--- config.mk ---
export PLATFORM = sky130hd
export DESIGN_NAME = bt_frame_engine
export DESIGN_NICKNAME = d
export VERILOG_FILES = /design/src/rtl/bt_frame_pkg.sv /design/src/rtl/bt_frame_data.sv /design/src/rtl/bt_frame_ctrl.sv /design/src/rtl/bt_frame_engine.sv
export SDC_FILE = /design/constraint.sdc
export NUM_CORES = 1
export LEC_CHECK = 0
export ABC_AREA = 1
export BUFFER_PORTS_ARGS = -buffer_cell sky130_fd_sc_hd__buf_4
export CAP_MARGIN = 25
export CORE_MARGIN = 2
export CORE_UTILIZATION = 55
export DETAILED_ROUTE_END_ITERATION = 16
export PLACE_DENSITY = 0.78
export SLEW_MARGIN = 5
export SYNTH_ARGS = -nofsm -noshare
export SYNTH_HDL_FRONTEND = slang
export SYNTH_SLANG_ARGS = --single-unit
--- constraint.sdc ---
create_clock -name clk -period 2.17 [get_ports clk]
set_clock_uncertainty 0.15 [all_clocks]
set_input_delay 0.217 -clock clk [delete_from_list [all_inputs] [get_ports clk]]
set_output_delay 0.217 -clock clk [all_outputs]
set_load 0.01 [all_outputs]
--- src/rtl/bt_frame_pkg.sv ---
package bt_frame_pkg;

  typedef enum logic [2:0] {
    ST_IDLE, ST_HDR, ST_CHECK, ST_CAP, ST_FWD, ST_WAIT, ST_TAIL, ST_LOAD
  } stateT;

  // strobes from control to datapath
  typedef struct packed {
    logic start;    // latch inbound count
    logic idxClr;   // index to 0
    logic idxLd2;   // index to 2 (first forwarded position)
    logic idxInc;   // index step
    logic hdrCap;   // capture header byte at index
    logic capWr;    // write capabilities byte at index
    logic rspBeat;  // response beat taken
    logic tailWr;   // write header/error byte for step at index
    logic tagInc;   // advance response tag
  } ctlT;

  localparam logic [7:0] NETFN_APP_REQ = 8'h18;
  localparam logic [7:0] CMD_CAPS      = 8'h36;
  localparam logic [7:0] CC_TOO_LONG   = 8'hCA;
  localparam logic [7:0] RSP_TIME_SEC  = 8'd10;

endpackage

--- src/rtl/bt_frame_data.sv ---
module bt_frame_data
  import bt_frame_pkg::*;
#(
  parameter int IN_DEPTH  = 64,
  parameter int OUT_DEPTH = 64,
  parameter int TAG_W     = 8,
  parameter int LEN_W     = 8,
  parameter int IN_AW     = $clog2(IN_DEPTH),
  parameter int OUT_AW    = $clog2(OUT_DEPTH),
  parameter int OUT_LW    = $clog2(OUT_DEPTH + 1)
) (
  input  logic              clk,
  input  logic              rstN,
  input  ctlT               ctl,
  input  logic [LEN_W-1:0]  inLen,
  output logic [IN_AW-1:0]  inRdAddr,
  input  logic [7:0]        inRdData,
  output logic [7:0]        reqData,
  output logic              reqLast,
  output logic [TAG_W-1:0]  reqTag,
  input  logic [7:0]        rspData,
  input  logic              rspLast,
  input  logic [TAG_W-1:0]  rspTag,
  output logic              outWrEn,
  output logic [OUT_AW-1:0] outWrAddr,
  output logic [7:0]        outWrData,
  output logic [OUT_LW-1:0] outLen,
  output logic [LEN_W-1:0]  idx,
  output logic              tooShort,
  output logic              frameOk,
  output logic              isCap,
  output logic              rspHit,
  output logic              overlong
);

  localparam int CNT_W      = $clog2(OUT_DEPTH + 1) + 1;
  localparam int IN_REPORT  = (IN_DEPTH  > 255) ? 255 : IN_DEPTH;
  localparam int OUT_REPORT = (OUT_DEPTH > 255) ? 255 : OUT_DEPTH;

  logic [LEN_W-1:0] frameLen;
  logic [7:0]       lenByte, netfn, seqByte, cmdByte, rspCmd;
  logic [TAG_W-1:0] tag;
  logic [CNT_W-1:0] rspCnt;
  logic             rspFirst, hitReg;

  always_ff @(posedge clk) begin
    if (!rstN) begin
      frameLen <= '0; idx <= '0; lenByte <= '0; netfn <= '0;
      seqByte <= '0; cmdByte <= '0; rspCmd <= '0; tag <= '0;
      rspCnt <= '0; rspFirst <= 1'b1; hitReg <= 1'b0;
    end else begin
      if (ctl.start) frameLen <= inLen;
      if (ctl.idxClr)      idx <= '0;
      else if (ctl.idxLd2) idx <= LEN_W'(2);
      else if (ctl.idxInc) idx <= idx + LEN_W'(1);
      if (ctl.hdrCap) begin
        case (idx[1:0])
          2'd0:    lenByte <= inRdData;
          2'd1:    netfn   <= inRdData;
          2'd2:    seqByte <= inRdData;
          default: cmdByte <= inRdData;
        endcase
      end
      if (ctl.rspBeat) begin
        rspFirst <= rspLast;
        if (rspFirst) begin
          hitReg <= (rspTag == tag);
          rspCnt <= CNT_W'(1);
        end else begin
          if (rspCnt == CNT_W'(1)) rspCmd <= rspData;
          if (rspCnt != '1) rspCnt <= rspCnt + CNT_W'(1);
        end
      end
      if (ctl.tagInc) tag <= tag + TAG_W'(1);
    end
  end

  // framing checks
  assign tooShort = inLen < LEN_W'(4);
  assign frameOk  = (frameLen - LEN_W'(1) == LEN_W'(lenByte)) &&
                    ({1'b0, frameLen} <= (LEN_W+1)'(IN_DEPTH));
  assign isCap    = (netfn == NETFN_APP_REQ) && (cmdByte == CMD_CAPS);

  // request stream: the netfn byte takes the place of the sequence byte
  assign inRdAddr = idx[IN_AW-1:0];
  assign reqData  = (idx == LEN_W'(2)) ? netfn : inRdData;
  assign reqLast  = (idx == frameLen - LEN_W'(1));
  assign reqTag   = tag;

  // response tracking
  assign rspHit   = rspFirst ? (rspTag == tag) : hitReg;
  assign overlong = rspCnt > CNT_W'(OUT_DEPTH - 2);
  assign outLen   = isCap    ? OUT_LW'(10) :
                    overlong ? OUT_LW'(5)  : OUT_LW'(rspCnt + CNT_W'(2));

  logic [7:0] capByte;
  always_comb begin
    case (idx[3:0])
      4'd0:    capByte = 8'd9;
      4'd1:    capByte = netfn | 8'h04;
      4'd2:    capByte = seqByte;
      4'd3:    capByte = cmdByte;
      4'd5:    capByte = 8'd1;
      4'd6:    capByte = 8'(IN_REPORT);
      4'd7:    capByte = 8'(OUT_REPORT);
      4'd8:    capByte = RSP_TIME_SEC;
      default: capByte = 8'd0;
    endcase
  end

  logic rspInRange;
  assign rspInRange = rspFirst || (rspCnt < CNT_W'(OUT_DEPTH - 2));

  always_comb begin
    outWrEn   = 1'b0;
    outWrAddr = '0;
    outWrData = '0;
    if (ctl.capWr) begin
      outWrEn   = 1'b1;
      outWrAddr = OUT_AW'(idx);
      outWrData = capByte;
    end else if (ctl.rspBeat && rspHit && rspInRange) begin
      outWrEn   = 1'b1;
      outWrAddr = rspFirst ? OUT_AW'(1) : OUT_AW'(rspCnt + CNT_W'(2));
      outWrData = rspData;
    end else if (ctl.tailWr) begin
      outWrEn = 1'b1;
      case (idx[1:0])
        2'd0: begin outWrAddr = OUT_AW'(2); outWrData = seqByte; end
        2'd1: begin
          outWrAddr = OUT_AW'(0);
          outWrData = overlong ? 8'd4 : 8'(rspCnt + CNT_W'(1));
        end
        2'd2: begin outWrAddr = OUT_AW'(3); outWrData = rspCmd; end
        default: begin outWrAddr = OUT_AW'(4); outWrData = CC_TOO_LONG; end
      endcase
    end
  end

endmodule

--- src/rtl/bt_frame_ctrl.sv ---
module bt_frame_ctrl
  import bt_frame_pkg::*;
#(
  parameter int LEN_W = 8
) (
  input  logic             clk,
  input  logic             rstN,
  input  logic             doorbell,
  input  logic [LEN_W-1:0] idx,
  input  logic             tooShort,
  input  logic             frameOk,
  input  logic             isCap,
  input  logic             reqReady,
  input  logic             reqLast,
  input  logic             rspValid,
  input  logic             rspLast,
  input  logic             rspHit,
  input  logic             overlong,
  output ctlT              ctl,
  output logic             reqValid,
  output logic             rspReady,
  output logic             inLenClr,
  output logic             outLoad
);

  stateT st, nxt;

  always_ff @(posedge clk) begin
    if (!rstN) st <= ST_IDLE;
    else       st <= nxt;
  end

  always_comb begin
    nxt      = st;
    ctl      = '0;
    reqValid = 1'b0;
    rspReady = 1'b0;
    inLenClr = 1'b0;
    outLoad  = 1'b0;
    case (st)
      ST_IDLE: if (doorbell && !tooShort) begin
        ctl.start  = 1'b1;
        ctl.idxClr = 1'b1;
        nxt        = ST_HDR;
      end
      ST_HDR: begin
        ctl.hdrCap = 1'b1;
        ctl.idxInc = 1'b1;
        if (idx == LEN_W'(3)) nxt = ST_CHECK;
      end
      ST_CHECK: begin
        if (!frameOk) begin
          inLenClr = 1'b1;
          nxt      = ST_IDLE;
        end else if (isCap) begin
          ctl.idxClr = 1'b1;
          nxt        = ST_CAP;
        end else begin
          ctl.idxLd2 = 1'b1;
          nxt        = ST_FWD;
        end
      end
      ST_CAP: begin
        ctl.capWr  = 1'b1;
        ctl.idxInc = 1'b1;
        if (idx == LEN_W'(9)) nxt = ST_LOAD;
      end
      ST_FWD: begin
        reqValid = 1'b1;
        if (reqReady) begin
          ctl.idxInc = 1'b1;
          if (reqLast) nxt = ST_WAIT;
        end
      end
      ST_WAIT: begin
        rspReady = 1'b1;
        if (rspValid) begin
          ctl.rspBeat = 1'b1;
          if (rspLast && rspHit) begin
            ctl.tagInc = 1'b1;
            ctl.idxClr = 1'b1;
            nxt        = ST_TAIL;
          end
        end
      end
      ST_TAIL: begin
        ctl.tailWr = 1'b1;
        ctl.idxInc = 1'b1;
        if ((idx == LEN_W'(1) && !overlong) || idx == LEN_W'(3)) nxt = ST_LOAD;
      end
      default: begin
        outLoad = 1'b1;
        nxt     = ST_IDLE;
      end
    endcase
  end

endmodule

--- src/rtl/bt_frame_engine.sv ---
module bt_frame_engine
  import bt_frame_pkg::*;
#(
  parameter int IN_DEPTH  = 64,
  parameter int OUT_DEPTH = 64,
  parameter int TAG_W     = 8,
  parameter int LEN_W     = 8,
  localparam int IN_AW    = $clog2(IN_DEPTH),
  localparam int OUT_AW   = $clog2(OUT_DEPTH),
  localparam int OUT_LW   = $clog2(OUT_DEPTH + 1)
) (
  input  logic              clk,
  input  logic              rstN,
  input  logic              doorbell,
  input  logic [LEN_W-1:0]  inLen,
  output logic [IN_AW-1:0]  inRdAddr,
  input  logic [7:0]        inRdData,
  output logic              inLenClr,
  output logic              outWrEn,
  output logic [OUT_AW-1:0] outWrAddr,
  output logic [7:0]        outWrData,
  output logic              outLoad,
  output logic [OUT_LW-1:0] outLen,
  output logic              reqValid,
  input  logic              reqReady,
  output logic [7:0]        reqData,
  output logic              reqLast,
  output logic [TAG_W-1:0]  reqTag,
  input  logic              rspValid,
  output logic              rspReady,
  input  logic [7:0]        rspData,
  input  logic              rspLast,
  input  logic [TAG_W-1:0]  rspTag
);

  ctlT              ctl;
  logic [LEN_W-1:0] idx;
  logic             tooShort, frameOk, isCap, rspHit, overlong;

  bt_frame_ctrl #(.LEN_W(LEN_W)) u_ctrl (
    .clk(clk), .rstN(rstN), .doorbell(doorbell), .idx(idx),
    .tooShort(tooShort), .frameOk(frameOk), .isCap(isCap),
    .reqReady(reqReady), .reqLast(reqLast), .rspValid(rspValid),
    .rspLast(rspLast), .rspHit(rspHit), .overlong(overlong),
    .ctl(ctl), .reqValid(reqValid), .rspReady(rspReady),
    .inLenClr(inLenClr), .outLoad(outLoad)
  );

  bt_frame_data #(
    .IN_DEPTH(IN_DEPTH), .OUT_DEPTH(OUT_DEPTH), .TAG_W(TAG_W), .LEN_W(LEN_W),
    .IN_AW(IN_AW), .OUT_AW(OUT_AW), .OUT_LW(OUT_LW)
  ) u_data (
    .clk(clk), .rstN(rstN), .ctl(ctl), .inLen(inLen),
    .inRdAddr(inRdAddr), .inRdData(inRdData),
    .reqData(reqData), .reqLast(reqLast), .reqTag(reqTag),
    .rspData(rspData), .rspLast(rspLast), .rspTag(rspTag),
    .outWrEn(outWrEn), .outWrAddr(outWrAddr), .outWrData(outWrData),
    .outLen(outLen), .idx(idx), .tooShort(tooShort), .frameOk(frameOk),
    .isCap(isCap), .rspHit(rspHit), .overlong(overlong)
  );

endmodule

==> flow_summary.toml <==
[run_status]
outcome = "finished with violations"
violations = "setup timing"

[timing]
timing.final.ws_setup_ps = -147.9
final_max_slew_viol_count = 0
rsz0062_at_grt = "yes"
setup_tns_ps = -1635
whs_ps = 0.9792
worst-slew-pin-transition_ps = 465.4
hold_viol = 0
min_period_ps = 2318
maxClockFrequency_mhz = 431.4
slew_headroom_pct = 68.90
period_share_pct = 106.8
setup_viol = 16

[place]
dpl.hpwl_mm = 11.49
dpl_worst_slack_ps = 15.55
port_buffers = 86
gp_congestion = 0.9830

[drt]
drc = 0
first_iter_violations = 395
drt-wirelength-per-cell_um = 16.21
via_per_inst = 5.814
antenna_left = 0
routed_wl_mm = 16.52
num_vias = 5924
firstDrtPassIters = 5

[clock_tree]
cts-root-buf = "clkbuf_8"
cts_sinks = 77
htree_levels = 3
clk_latency_ps = 350
cts_tree = "yes"
clk_pin_slew_ps = 90
clock_path_buffers = 2
cts_buffers = 9

[power]
power_uw = 4616
p_clk_share_pct = 21.9
p_int_uw = 2709
pwr-share-seq_pct = 36.6
p_leak_uw = 0.003137
vdd_drop_max_v = 0.0004096
power_density_nw_per_um2 = 664.6
p_comb_share_pct = 41.5
sw_frac_of_total_pct = 41.31
power_switching_uw = 1907

[final_layout]
drive_gt1_share_pct = 33.92
final_util_pct = 78.87
antenna_cells = 0
nFillCells = 619
final_nets = 956
syn2layout_area_growth_pct = 38.15

[global_routing]
grt_max_degree = 42
overflow = 0
grt_pass1_wl_mm = 25.88
grt_antenna_before_repair = 0
grt_pass1_vias = 5618
track_usage_pct = 32.26

[setup_path]
path_class = "register to primary output"
end_kind = "primary output"
arrival_ps = 1950
worstPathRequired_ps = 1800
start_kind = "register"
worstPathMaxFanout = 4

[synthesis]
ys_async_sr_fraction_pct = 0
synth_area_um2 = 5027
yosysSeqAreaShare_pct = 30.66
netlist_instances = 766
yosysUniqueCellTypes = 46
yosysWarningCount = 0
syn_area_per_cell_um2 = 6.563
synth_edf_count = 0
synth_flop_cell = "dfxtp_1"
synth_nets = 816
ys_ff_latch = 77

[worst_hold_path]
min_path_type = "primary input to register"

[floorplan]
die_area_um2 = 9921
initial_core_util_pct = 57.09
dieHeight_um = 99.61
die_w_um = 99.61
core_area_um2 = 8806
design.portCount = 87
placementRows = 34

[job]
max_cap_violations = 0
[critical path: stages (launching register included)]
cell	delay (ps)
dfxtp_4	370
buf_6	120
ha_4	180
buf_4	140
nand2_1	80
o21ai_1	100
a211oi_2	330
o221ai_4	140
buf_6	140
[synthesized netlist by cell type (4+ instances only)]
library cell / instances / area [um2]
xor2_1: 14 / 122.6
a22oi_1: 6 / 45.04
nand2_2: 7 / 43.79
o21ai_0: 84 / 420.4
a221oi_1: 4 / 35.03
nand4_1: 10 / 62.56
nor3b_1: 4 / 30.03
a21oi_1: 55 / 275.3
xnor2_1: 4 / 35.03
buf_2: 6 / 30.03
nor3_1: 17 / 85.08
nand2_1: 147 / 551.8
dfxtp_1: 77 / 1541
clkbuf_1: 13 / 48.80
o221ai_1: 8 / 70.07
nand3_1: 47 / 235.2
nor2_2: 7 / 43.79
inv_1: 104 / 390.4
buf_4: 8 / 60.06
or2_2: 4 / 25.02
nor2_1: 79 / 296.5
ha_1: 12 / 150.1
o31ai_1: 4 / 30.03
o22ai_1: 6 / 37.54
[final cells by class]
class                      count  area [um2]  share of cell area [%]
multi-input combinational    549        3359                   48.37
inverter                     110       425.4                   6.125
tap                          108       135.1                   1.946
sequential                    77        1585                   22.82
clock inverter                 6       47.55                  0.6846
timing repair buffer         159        1265                   18.21
clock buffer                  10       127.6                   1.838
[cell usage in the layout (no fill, tap or decap), types with 5 or more instances in the layout]
cell type	Yosys	final
a21oi_1	55	53
buf_4	8	136
buf_6	2	11
clkbuf_8	0	9
dfxtp_1	77	58
dfxtp_2	0	11
dfxtp_4	0	8
dlygate4sd3_1	0	12
ha_1	12	7
ha_4	0	5
inv_1	104	86
inv_2	3	18
inv_4	2	5
nand2_1	147	131
nand2_2	7	17
nand2_4	1	7
nand3_1	47	37
nand3_2	3	9
nand4_1	10	10
nor2_1	79	65
nor2_2	7	15
nor2_4	1	7
nor3_1	17	15
o21ai_0	84	68
o21ai_1	1	14
o221ai_2	0	7
o22ai_1	6	6
xor2_1	14	14
[final timing paths]
check / from / end / slack, ps / depth (start not counted)
setup / recovery: u_data.idx[0] / outWrData[0] / -150 / 8
setup reg to reg: u_data.frameLen[0] / u_ctrl.st[0] / 90 / 15
hold reg to reg: u_data.lenByte[0] / u_data.lenByte[0] / 320 / 2
hold / removal: rspData[2] / u_data.rspCmd[2] / 1 / 3
[what timing repair did]
item	in CTS	in global routing
hold buffers	12	0
gates resized for setup	113	60
endpoints found under the setup margin	32	42
buffers inserted	18	2
pin swaps	29	18
cloned	1	0
hold endpoints to repair	12	0
[state kept, by name (all words and copies together) (netlist names)]
| name | cells |
|---|---|
| u_data.idx | 8 |
| u_data.frameLen | 8 |
| u_ctrl.st | 3 |
| u_data.seqByte | 8 |
| u_data.lenByte | 8 |
| u_data.reqTag | 8 |
| u_data.hitReg | 1 |
| u_data.netfn | 8 |
| u_data.rspFirst | 1 |
| u_data.rspCnt | 8 |
| u_data.rspCmd | 8 |
| u_data.cmdByte | 8 |
[per-stage QoR]
stage                     std cells  instance area, um2
after global routing           1019                6945
after global placement          971                5951
final                          1019                6945
after detailed placement        971                5951
after CTS                      1017                6715
after floorplan                 766                5027
[kinds of logic after synthesis]
kind of cell             share of synthesized area, %
flip-flops                                      30.66
buffers and inverters                           11.60
XOR/XNOR                                        3.136
AO/OA/AOI/OAI                                   19.56
adder cells (fa/ha/maj)                         2.986
AND/OR/NAND/NOR                                 32.06
[metal layers]
layer	wire length, um	vias to the layer above	track usage, %
met5	0	-	0
met4	425	0	13.07
met3	1319	41	5.481
met2	8147	312	55.46
met1	6624	2753	40.10
li1	-	2818	-
[power by group through the flow]
stage / combinational, uW / sequential, uW / clock, uW
after floorplan: 1110 / 1670 / 0
after global placement: 1500 / 1700 / 0
after detailed placement: 1550 / 1710 / 0
after CTS: 1750 / 1670 / 1010
after global routing: 2100 / 1700 / 1080
final: 1920 / 1690 / 1010
Note: power is estimated with default switching activity, not from simulation.
